--- config.mk ---
export PLATFORM = sky130hd
export DESIGN_NAME = ctlpin_mux
export DESIGN_NICKNAME = d
export VERILOG_FILES = /design/src/rtl/ctlpin_pkg.sv /design/src/rtl/ctlpin_clkdiv.sv /design/src/rtl/ctlpin_pulse.sv /design/src/rtl/ctlpin_sync.sv /design/src/rtl/ctlpin_mux.sv
export SDC_FILE = /design/constraint.sdc
export NUM_CORES = 1
export LEC_CHECK = 0
export BUFFER_PORTS_ARGS = -buffer_cell sky130_fd_sc_hd__buf_2
export CAP_MARGIN = 30
export CORE_ASPECT_RATIO = 1.5
export CORE_MARGIN = 2
export CORE_UTILIZATION = 57
export CTS_CLUSTER_DIAMETER = 120
export DETAILED_ROUTE_END_ITERATION = 16
export GPL_TIMING_DRIVEN = 1
export PLACE_DENSITY = 0.81
export SLEW_MARGIN = 20
export SYNTH_ARGS = -nofsm -noshare
export SYNTH_HDL_FRONTEND = slang
export SYNTH_HIERARCHICAL = 1
export SYNTH_SLANG_ARGS = --single-unit
--- constraint.sdc ---
create_clock -name clk -period 3.6 [get_ports clk]
set_input_delay 0.72 -clock clk [delete_from_list [all_inputs] [get_ports clk]]
set_output_delay 0.72 -clock clk [all_outputs]
set_load 0.05 [all_outputs]
--- src/rtl/ctlpin_pkg.sv ---
`timescale 1ns/1ps
package ctlpin_pkg;
  localparam int FN_W = 4;
  localparam int DIV_TAPS = 3;

  typedef enum logic [FN_W-1:0] {
    FN_TXEN     = 4'd0,
    FN_PWR_N    = 4'd1,
    FN_TXLED_N  = 4'd2,
    FN_RXLED_N  = 4'd3,
    FN_ANYLED_N = 4'd4,
    FN_SLEEP_N  = 4'd5,
    FN_CLK_D1   = 4'd6,
    FN_CLK_D2   = 4'd7,
    FN_CLK_D4   = 4'd8,
    FN_CLK_D8   = 4'd9,
    FN_GPIO     = 4'd10,
    FN_WRSTB    = 4'd11,
    FN_RDSTB    = 4'd12
  } ctlpin_fn_e;
endpackage

--- src/rtl/ctlpin_clkdiv.sv ---
`timescale 1ns/1ps
module ctlpin_clkdiv #(
  parameter int TAPS = 3
) (
  input  logic            clk,
  input  logic            rst_n,
  output logic [TAPS-1:0] taps
);
  logic [TAPS-1:0] cnt_q;

  always_ff @(posedge clk or negedge rst_n) begin
    if (!rst_n) cnt_q <= '0;
    else        cnt_q <= cnt_q + 1'b1;
  end

  assign taps = cnt_q;

  assert_div_step_R7: assert property (@(posedge clk) disable iff (!rst_n)
    $past(rst_n) |-> (taps[0] != $past(taps[0])));
endmodule

--- src/rtl/ctlpin_pulse.sv ---
`timescale 1ns/1ps
module ctlpin_pulse #(
  parameter int LEN = 4096
) (
  input  logic clk,
  input  logic rst_n,
  input  logic trig,
  output logic led_n
);
  localparam int CW = $clog2(LEN + 1);
  logic [CW-1:0] cnt_q;

  always_ff @(posedge clk or negedge rst_n) begin
    if (!rst_n)            cnt_q <= '0;
    else if (trig)         cnt_q <= CW'(LEN);
    else if (cnt_q != '0)  cnt_q <= cnt_q - 1'b1;
  end

  assign led_n = (cnt_q == '0);

  assert_reload_R6: assert property (@(posedge clk) disable iff (!rst_n)
    trig |=> (cnt_q == CW'(LEN)));
  assert_countdown_R5: assert property (@(posedge clk) disable iff (!rst_n)
    (!trig && cnt_q != '0) |=> (cnt_q == $past(cnt_q) - CW'(1)));
  assert_idle_hold_R5: assert property (@(posedge clk) disable iff (!rst_n)
    (!trig && led_n) |=> led_n);
endmodule

--- src/rtl/ctlpin_sync.sv ---
`timescale 1ns/1ps
module ctlpin_sync #(
  parameter int W = 4
) (
  input  logic         clk,
  input  logic         rst_n,
  input  logic [W-1:0] d,
  output logic [W-1:0] q
);
  logic [W-1:0] s1_q, s2_q;

  always_ff @(posedge clk or negedge rst_n) begin
    if (!rst_n) begin
      s1_q <= '0;
      s2_q <= '0;
    end else begin
      s1_q <= d;
      s2_q <= s1_q;
    end
  end

  assign q = s2_q;
endmodule

--- src/rtl/ctlpin_mux.sv ---
`timescale 1ns/1ps
module ctlpin_mux
  import ctlpin_pkg::*;
#(
  parameter int NPINS     = 5,
  parameter int NGPIO     = 4,
  parameter int PULSE_LEN = 4096
) (
  input  logic                  clk,
  input  logic                  rst_n,
  input  logic [NPINS*FN_W-1:0] pin_cfg,
  input  logic                  tx_evt,
  input  logic                  rx_evt,
  input  logic                  tx_active,
  input  logic                  suspend,
  input  logic                  configured,
  input  logic                  bb_rd_n,
  input  logic                  bb_wr_n,
  input  logic [NGPIO-1:0]      gpio_dir,
  input  logic [NGPIO-1:0]      gpio_wr,
  output logic [NGPIO-1:0]      gpio_rd,
  input  logic [NGPIO-1:0]      pin_in,
  output logic [NPINS-1:0]      pin_out,
  output logic [NPINS-1:0]      pin_oe
);
  localparam int NLED = 3;

  logic [DIV_TAPS-1:0] taps;
  logic [NLED-1:0]     led_trig;
  logic [NLED-1:0]     led_n;
  logic [1:0]          up_q;

  ctlpin_clkdiv #(.TAPS(DIV_TAPS)) u_div (
    .clk(clk), .rst_n(rst_n), .taps(taps)
  );

  assign led_trig = {tx_evt | rx_evt, rx_evt, tx_evt};

  for (genvar k = 0; k < NLED; k++) begin : g_led
    ctlpin_pulse #(.LEN(PULSE_LEN)) u_pulse (
      .clk(clk), .rst_n(rst_n), .trig(led_trig[k]), .led_n(led_n[k])
    );
  end

  ctlpin_sync #(.W(NGPIO)) u_sync (
    .clk(clk), .rst_n(rst_n), .d(pin_in), .q(gpio_rd)
  );

  // cycles since reset, used only to arm history-based checks
  always_ff @(posedge clk or negedge rst_n) begin
    if (!rst_n)            up_q <= '0;
    else if (up_q != 2'd3) up_q <= up_q + 1'b1;
  end

  for (genvar g = 0; g < NPINS; g++) begin : g_pin
    localparam bit HAS_GPIO = (g < NGPIO);
    logic [FN_W-1:0] raw;
    ctlpin_fn_e      fn;
    logic            gdir, gval;
    logic            drv, val;

    assign raw = pin_cfg[g*FN_W +: FN_W];
    assign fn  = ctlpin_fn_e'(raw);

    if (HAS_GPIO) begin : g_io
      assign gdir = gpio_dir[g];
      assign gval = gpio_wr[g];
    end else begin : g_noio
      assign gdir = 1'b1;
      assign gval = 1'b0;
    end

    always_comb begin
      drv = 1'b1;
      val = 1'b0;
      case (fn)
        FN_TXEN:     val = tx_active;
        FN_PWR_N:    val = !(configured && !suspend);
        FN_TXLED_N:  val = led_n[0];
        FN_RXLED_N:  val = led_n[1];
        FN_ANYLED_N: val = led_n[2];
        FN_SLEEP_N:  val = !suspend;
        FN_CLK_D1:   val = clk;
        FN_CLK_D2:   val = taps[0];
        FN_CLK_D4:   val = taps[1];
        FN_CLK_D8:   val = taps[2];
        FN_GPIO: begin
          if (HAS_GPIO) begin
            drv = gdir;
            val = gdir & gval;
          end
        end
        FN_WRSTB:    val = bb_wr_n;
        FN_RDSTB:    val = bb_rd_n;
        default:     val = 1'b0;
      endcase
    end

    assign pin_out[g] = val;
    assign pin_oe[g]  = drv;

    assert_bad_code_R11: assert property (@(posedge clk) disable iff (!rst_n)
      (raw > 4'd12 || (raw == 4'd10 && !HAS_GPIO)) |-> (!pin_out[g] && pin_oe[g]));
    assert_gpio_input_R9: assert property (@(posedge clk) disable iff (!rst_n)
      (HAS_GPIO && raw == 4'd10 && !gdir) |-> !pin_oe[g]);
    assert_sleep_R4: assert property (@(posedge clk) disable iff (!rst_n)
      (raw == 4'd5) |-> (pin_out[g] == !suspend));
    assert_half_clk_R7: assert property (@(posedge clk) disable iff (!rst_n)
      (up_q == 2'd3 && raw == 4'd7 && $past(raw) == 4'd7) |-> (pin_out[g] != $past(pin_out[g])));
  end

  assert_sync_delay_R10: assert property (@(posedge clk) disable iff (!rst_n)
    (up_q == 2'd3) |-> (gpio_rd == $past(pin_in, 2)));
endmodule

Word-level counts from Yosys, hierarchy flattened
Cells that the tools add are included.

storage, ports and cells
  logic and storage cells = 106
  bits in registers = 50
  output and inout bits = 14
  input port bits = 41

cells by class
  add/sub/neg operators = 4
  bitwise gates (word level) = 5
  muxes and demuxes = 15
  equal/unequal tests = 59
  reduce and logical (&&, ||, !) cells = 17

operator list
  operator                                            count
  == test 4 bit, second input constant                24
  == test 4 x 3 -> 1 bit, second input constant       20
  2-to-1 mux 13 bit                                   6
  one-hot mux 1 bit (13 select lines)                 4
  == test 4 x 2 -> 1 bit, second input constant       10
  zero test 13 bit                                    3
  nonzero test 13 bit                                 3
  subtractor 13 x 1 -> 13 bit, second input constant  3
  == test 4 x 1 -> 1 bit, second input constant       5
  zero test 4 bit                                     5
  one-hot mux 1 bit (12 select lines)                 1
  nonzero test 2 bit                                  3
  bitwise AND 1 bit                                   4
  2-to-1 mux 1 bit                                    4
  adder 3 x 1 -> 3 bit, second input constant         1
  zero test 1 bit                                     2
  logical AND 1 bit                                   1
  OR 1 bit                                            1

Depth between registers and ports, before layout
Gate-level depths: netlist of run 1.

  word-level depth = 4
  gate-level depth with buffers = 11
  depth with buffers taken out = 8

By module
Netlist of run 1, hierarchy kept.

by module, submodules not included
  module         times used  area an instance (µm²)  seq. area each (µm²)  cells each
  ctlpin_pulse   3           734.5                   325.3                 73
  ctlpin_mux     1           822.0                   0.0                   114
  ctlpin_sync    1           200.2                   200.2                 8
  ctlpin_clkdiv  1           100.1                   75.1                  6

==> impl_metrics.ini, run 1 <==
[run_status]
outcome = finished, final reports clean

[sta]
slew_violations = 0
final_hold_viol_count = 0
setup_violations = 0
rsz0062_at_grt = no
fin_setup_tns_ps = 0
tightest_slew_ps = 655
fin_skew_ps = 9.06
fin_worst_hold_slack_ps = 325
slew_headroom_pct = 56.4

[yosys]
synth_nets = 395
synthDistinctLibCells = 52
yosys.area.top_type = dfrtp_1
synth_edf_count = 0
synth_common_cells = dfrtp_1, a21oi_1, nor2_1, o21ai_0, nand3_1
syn-instance-count = 347
netlist.area_leader.share_pct = 37.6
async_flop_share_pct = 100
ys_seq_area_share_pct = 37.6
syn_avg_cell_area_um2 = 9.58
synth.area.top_cells = dfrtp_1, a21oi_1, o21ai_0
synth_ff_type = dfrtp_1
yosysMostFrequentCell = dfrtp_1
syn_area_um2 = 3330
yosysWarnings = 6
ys_seq_elements = 50

[route]
first_pass_iters = 7
vias = 2815
routed_wl_um = 7060
via_per_inst = 6.07
drt-wirelength-per-cell_um = 15.2
drtAntennaViolNets = 0
drt-initial-drc-count = 149
drc = 0

[cells_and_area]
nNetsFinal = 438
syn2layout_area_growth_pct = 12.3
final_core_util_pct = 65.5
regArea_um2 = 1250
drive_gt1_share_pct = 24.2
final.fill_count = 510
fin_area_um2 = 3730
num_antenna_cells = 0
multi_input_area_um2 = 1870

[grt]
grt.total_usage_pct = 23.9
grt.overflow.total = 0
antenna_found_initial = 0
grt_first_pass_wirelength_um = 12200
grt_pass1_vias = 2764
grt_max_degree = 32

[clock_tree]
clock_latency_ps = 410
cts_tree = built
clkTransAtPathRegs_ps = 100

[critical_path]
worstSetupStartpointType = clock port
cp_max_fo = 4
cp.required_ps = 2880
critical_path_arrival_ps = 2800
cp_slowest_stage_delay_ps = 450
crit_path_end_kind = primary output
critical_path.cell_chain = clkbuf_8 -> mux4_2 -> mux2i_1 -> a21oi_2 -> buf_6
cp_slowest_cell = mux4_2
worstSetupPathType = clock port to primary output

[power_and_ir_drop]
ir_drop_mv = 0.314
leakage_uw = 0.00162
power-per-cell-area_nw_per_um2 = 568
totalPowerFinal_uw = 2120

[floorplan]
die_h_um = 97.6
rows = 34
die_x_um = 66.4
initial_core_util_pct = 58.3
io_pins = 55
core_area_um2 = 5700
die_area_um2 = 6470

[placement]
place_hpwl_um = 5040
placed_area_um2 = 3530
gp_congestion = 0.833
portBuffers = 53

[run]
timing.max_cap.violations = 0

[min_path]
min_path_type = primary input to asynchronous set/reset pin
cell families (layout without fill, tap and decap cells):
| kind of cell | Yosys count | in the layout | share of synthesized area (%) |
|---|---|---|---|
| fa+ha+maj | 7 | 7 | 2.63 |
| buf+inv | 35 | 80 | 6.43 |
| compound gates | 81 | 81 | 14.3 |
| xor+xnor | 4 | 4 | 1.05 |
| mux | 19 | 19 | 7.90 |
| other cells | 1 | 1 | 0.113 |
| flops | 50 | 50 | 37.6 |
| simple gates | 150 | 150 | 29.9 |
flip-flops by register name, indices dropped and copies added (netlist names):
register / count
g_led.u_pulse/cnt_q: 39
u_sync/q: 4
u_sync/s1_q: 4
u_div/taps: 3
stage by stage:
stage / cells / setup WS [ps]
6_report: 464 / 78.8
5_1_grt: 464 / 37.1
4_1_cts: 462 / 76.0
3_5_place_dp: 450 / 259
3_3_place_gp: 450 / 259
2_1_floorplan: 347 / 275
critical path: cells and delay by family:
family / cells / cell delay, ps
AOI/OAI and AO/OA: 1 / 100
buffers and inverters: 2 / 290
muxes: 2 / 610
metal layers:
metal | track usage [%] | wire length (um)
met4 | 11.1 | 151
met2 | 40.0 | 3730
met3 | 5.56 | 316
met1 | 28.4 | 2860
met5 | 0 | 0
report_power, final:
group	total [uW]	switching, uW	internal, uW
combinational	696	359	337
clock	598	277	320
sequential	827	142	685
area by class of cell:
cell class	instances	share of cell area (%)
Multi-Input combinational cell	262	50.1
Sequential cell	50	33.5
Timing Repair Buffer	53	7.77
Clock buffer	14	3.95
Tap cell	72	2.41
Clock inverter	3	1.27
Inverter	10	1.01
cells in the final DEF (no fill, tap or decap), types with 4 or more instances in the layout:
master    instances
ha_1              7
nor2b_1          10
nor3_1            6
or4_1             5
mux2i_1           6
o31ai_1           6
nand2b_1          9
buf_4             5
a211o_1           4
nand3_1          16
inv_1             9
nand3b_1         13
a31oi_1           6
a211oi_1          5
nor3b_1           4
clkbuf_8          8
mux2_2            5
buf_2            51
dfrtp_1          50
or3_1            15
mux4_2            4
nor4b_1           9
nor2_1           20
nand2_1          14
o21ai_0          20
a21oi_1          29
path summary, 6_finish.rpt:
kind	from	to	slack (ps)	depth (start not counted)
min	rst_n	u_sync/q[3]	330	1
max	clk	pin_out[0]	80	5
min in group clk	u_sync/s1_q[0]	u_sync/q[0]	360	0
max reg2reg	g_led[1].u_pulse/cnt_q[0]	g_led[1].u_pulse/cnt_q[7]	1290	7
min reg2reg	u_sync/s1_q[0]	u_sync/q[0]	360	0
max in group asynchronous	rst_n	g_led[2].u_pulse/cnt_q[10]	2540	2
timing repair:
item                                    4_1_cts  5_1_grt
resized for setup                             5        2
hold buffers                                  0        0
setup buffers                                 0        2
endpoints found under the hold margin         0        0
pin swaps                                     1        0
endpoints found under the setup margin        4        7
No activity file was read; power rests on OpenSTA's default activity.
==> inputs of run 2 (changes only) <==
- clock period: 3.6 -> 3.5 ns (I/O delays scaled with it)
==> run 2 against run 1 <==
The flow now finishes with violations (negative setup slack). Die area did not move. Critical path depth up 1. Register-to-register slack worse by 60 ps. Non-clock buffer count unchanged. Critical path type unchanged. Global-route usage increased by 0.33 points. Clock skew up 2.4 ps. Count of clock-buffer cells in the layout up 2. Utilization up 0.24 points. Wire length up 2.7%. Hold slack better by 15 ps. Sequential share of layout area is 0.12 points lower.
==> impl_metrics.ini, run 2 (synthesis results as in run 1) <==
[cells_and_area]
regMostFlops = g_led.u_pulse/cnt_q
fin_area_um2 = 3750
final_cell_mix = dfrtp_1, buf_2, a21oi_1, nor2_1, o21ai_0
final_cells = 466
syn2layout_area_growth_pct = 12.7
nNetsFinal = 440
num_antenna_cells = 0
largest_reg_flops = 39
drive_gt1_share_pct = 25.6

[sta]
slew_headroom_pct = 49.8
setup_violations = 2
rsz0062_at_grt = yes
fin_skew_ps = 11.4
final_hold_viol_count = 0
slew_violations = 0
setup_slack_ps = -38.1
tightest_slew_ps = 753

[power_and_ir_drop]
combPwrFrac_pct = 32.3
power-per-cell-area_nw_per_um2 = 583
leakage_uw = 0.00162
intPower_uw = 1370
p_seq_share_pct = 39.1
ir_drop_mv = 0.295
clkPwrFrac_pct = 28.6
power.switching_uw = 816
switching_share_pct = 37.4

[floorplan]
initial_core_util_pct = 58.3
io_pins = 55
die_x_um = 66.4
rows = 34
core_area_um2 = 5700
die_area_um2 = 6470
die_h_um = 97.6

[critical_path]
crit_path_end_kind = primary output
worstSetupStartpointType = clock port
reg2reg_from = g_led[0].u_pulse/cnt_q[0]
cp_max_fo = 2
cp.required_ps = 2800
critical_path_arrival_ps = 2840
cp-startpoint = clk
worstSetupPathType = clock port to primary output

[grt]
grt_first_pass_wirelength_um = 12400
antenna_found_initial = 0
grt_max_degree = 35
grt_pass1_vias = 2935
grt.overflow.total = 0
grt.total_usage_pct = 24.3

[route]
drtAntennaViolNets = 0
first_pass_iters = 4
drt-wirelength-per-cell_um = 15.6
drc = 0
drt-initial-drc-count = 144
routed_wl_um = 7250
via_per_inst = 6.22
vias = 2897

[placement]
placed_area_um2 = 3530
portBuffers = 53
place_hpwl_um = 5080
gp_congestion = 0.854
dpl.cell_count = 451

[clock_tree]
hold_buffers = 0
clock_latency_ps = 410
clkTransAtPathRegs_ps = 100
cts_tree = built

[run_status]
failed_checks = negative setup slack
outcome = finished, violations left

[run]
timing.max_cap.violations = 0

[min_path]
min_path_type = primary input to asynchronous set/reset pin
-- run 2: layout make-up --
cell class	instances	area [um2]
fill	490	1950
multi-input combinational	262	1890
sequential	50	1250
timing repair buffer	53	278
clock buffer	16	180
tap	72	90.1
inverter	10	37.5
clock inverter	3	23.8
-- run 2: per-stage QoR --
step / utilization [%] / worst slack [ps] / hold slack, ps / TNS, ps / power [uW]
after global placement: 62.0 / 229 / 331 / 0 / 1590
after global routing: 65.7 / -68.9 / 359 / -134 / 2350
after floorplan: - / 245 / 331 / 0 / 1470
after detailed placement: 62.0 / 228 / 342 / 0 / 1630
after CTS: 65.2 / -71.1 / 366 / -91.7 / 2160
final: 65.7 / -38.1 / 341 / -42.3 / 2190
-- run 2: power groups by stage --
stage	registers [uW]	logic [uW]	clock network, uW
after floorplan	838	554	73.3
after global placement	854	672	68.0
after detailed placement	863	698	68.0
after CTS	853	704	608
after global routing	873	799	679
final	854	706	625
-- run 2: worst paths after layout --
check | to | slack (ps) | cells after the start
max | pin_out[0] | -40 | 6
min | u_sync/s1_q[1] | 340 | 1
max reg2reg | g_led[0].u_pulse/cnt_q[7] | 1230 | 7
min reg2reg | u_sync/q[3] | 360 | 0
max in group asynchronous | u_div/taps[0] | 2430 | 2
min in group clk | u_sync/q[3] | 360 | 0
-- run 2: repair_timing --
action | CTS | global route
pin swaps | 3 | 5
endpoints found under the setup margin | 2 | 10
setup buffers | 1 | 1
gates resized for setup | 7 | 9
endpoints found under the hold margin | 0 | 0
-- run 2: worst max-delay path: stages --
cell and delay (ps):
buf_8 100, buf_8 110, mux4_2 440, mux2i_1 180
a21oi_2 100, buf_6 160
-- run 2: per-layer routing --
layer	share of wire, %	track usage [%]	vias up	wire length, um
met1	40	28.9	1393	2890
met5	0	0	-	0
met2	52	39.1	96	3780
li1	-	-	1381	-
met3	4.9	6.14	27	358
met4	3.1	13.3	0	223
==> inputs of run 3 (changes only) <==
==> constraint.sdc (replaced) <==
create_clock -name clk -period 3.5 [get_ports clk]
set_input_delay 0.175 -clock clk [delete_from_list [all_inputs] [get_ports clk]]
set_output_delay 0.175 -clock clk [all_outputs]
set_load 0.05 [all_outputs]
==> run 3 against run 2 <==
First-iteration DRC count is 22% higher. Critical path depth is 3 higher. Largest cell class unchanged. Clock power is 7.4% lower. Non-clock buffer count is 1 higher. Highest routed layer unchanged. Final cell count stayed put. Die area stayed put. Largest power group unchanged. Flip-flop and latch count stayed put. The flow now finishes without violations. Wire length is 2.3% lower. Critical path type is now flop to primary output. Critical endpoint unchanged.
==> impl_metrics.ini, run 3 (synthesis results as in run 1) <==
[floorplan]
initial_core_util_pct = 58.3
core_area_um2 = 5700
die_x_um = 66.4
io_pins = 55
die_h_um = 97.6
die_area_um2 = 6470
rows = 34

[placement]
dp_slack_ps = 754
placed_area_um2 = 3520
portBuffers = 53
gp_congestion = 0.839
place_hpwl_um = 5110

[grt]
grt.total_usage_pct = 24.1
antenna_found_initial = 0
grt_max_degree = 33
grt_pass1_vias = 2902
grt_first_pass_wirelength_um = 12300
grt.overflow.total = 0

[clock_tree]
postCtsSetupBuffers = 0
clock_latency_ps = 420
clkTransAtPathRegs_ps = 100
cts_tree = built

[sta]
setup_slack_ps = 303
fin_skew_ps = 6.73
period_share_pct = 91.3
slew_headroom_pct = 49.6
min_period_ps = 3200
setup_violations = 0
tightest_slew_ps = 755
rsz0062_at_grt = no
fin_setup_tns_ps = 0
fmax_mhz = 313
slew_violations = 0
final_hold_viol_count = 0

[critical_path]
worstSetupStartpointType = flop
cp_max_fo = 24
critical_path.cell_chain = inv_1 -> ha_1 -> nor4b_1 -> and4b_1 -> mux2_1 -> a211o_1 -> o22ai_1 -> a21oi_1 -> buf_2
critical_path_arrival_ps = 3020
worstSetupPathType = flop to primary output
cp_slowest_stage_delay_ps = 720
cp.required_ps = 3320
cp_slowest_cell = and4b_1
reg2reg_from = g_led[0].u_pulse/cnt_q[0]
cp-startpoint = g_led[0].u_pulse/cnt_q[0]
crit_path_end_kind = primary output

[cells_and_area]
drive_gt1_share_pct = 23.1
final_common_cell = buf_2
num_antenna_cells = 0
regMostFlops = g_led.u_pulse/cnt_q
fin_area_um2 = 3730
nNetsFinal = 440
final_cell_mix = buf_2, dfrtp_1, a21oi_1, nor2_1, o21ai_0
final.fill_count = 496
largest_reg_flops = 39
syn2layout_area_growth_pct = 12.3

[route]
first_pass_iters = 4
drt-wirelength-per-cell_um = 15.2
drtAntennaViolNets = 0
routed_wl_um = 7080
via_per_inst = 6.10
drt-initial-drc-count = 176
vias = 2841
drc = 0

[power_and_ir_drop]
ir_drop_mv = 0.321
leakage_uw = 0.00162
power-per-cell-area_nw_per_um2 = 572
totalPowerFinal_uw = 2140

[run]
timing.max_cap.violations = 0

[min_path]
min_path_type = primary input to flop
hp-start = rx_evt

[run_status]
outcome = finished, final reports clean
-- run 3: repair_timing --
item                                   CTS  global route
resized for setup                        0             1
hold buffers                             5             0
endpoints found under the hold margin   22             0
setup endpoints to repair                0             2
-- run 3: layer usage --
| layer | global-route usage, % | wire length [um] | vias up |
|---|---|---|---|
| li1 | - | - | 1379 |
| met4 | 13.5 | 182 | 0 |
| met5 | 0 | 0 | - |
| met1 | 27.9 | 2750 | 1372 |
| met3 | 4.75 | 307 | 16 |
| met2 | 40.3 | 3840 | 74 |
-- run 3: report_power, final --
part / internal (uW) / switching (uW)
Sequential: 705 / 149
Combinational: 346 / 358
Clock: 283 / 295
-- run 3: final cells by class --
class | count | area (um2) | area share [%]
Multi-Input combinational cell | 262 | 1860 | 49.9
Inverter | 10 | 37.5 | 1.01
Tap cell | 72 | 90.1 | 2.41
Clock inverter | 3 | 28.8 | 0.771
Clock buffer | 15 | 154 | 4.12
Sequential cell | 50 | 1250 | 33.5
Timing Repair Buffer | 54 | 310 | 8.31
-- run 3: final timing paths --
check,cells past startpoint,to,slack [ps]
max,9,pin_out[0],300
min,2,g_led[1].u_pulse/cnt_q[0],110
max reg2reg,6,g_led[0].u_pulse/cnt_q[7],1100
min reg2reg,0,u_sync/q[2],360
max in group asynchronous,3,g_led[2].u_pulse/cnt_q[12],2760
min in group asynchronous,2,u_sync/s1_q[2],220
-- run 3: critical path: cells and delay by family, from the launching register on --
| kind | cells | cell delay, ps |
|---|---|---|
| AOI/OAI and AO/OA | 3 | 380 |
| adders and majority gates | 1 | 180 |
| buffers and inverters | 2 | 430 |
| DFF | 1 | 420 |
| muxes | 1 | 230 |
| and+or+nand+nor | 2 | 970 |
-- run 3: per-stage QoR --
stage,std cells,hold WS (ps),util [%]
final,466,107,65.5
after global routing,466,124,65.5
after CTS,466,100,65.5
after detailed placement,448,143,61.8
after global placement,447,283,61.5
after floorplan,347,-121,-
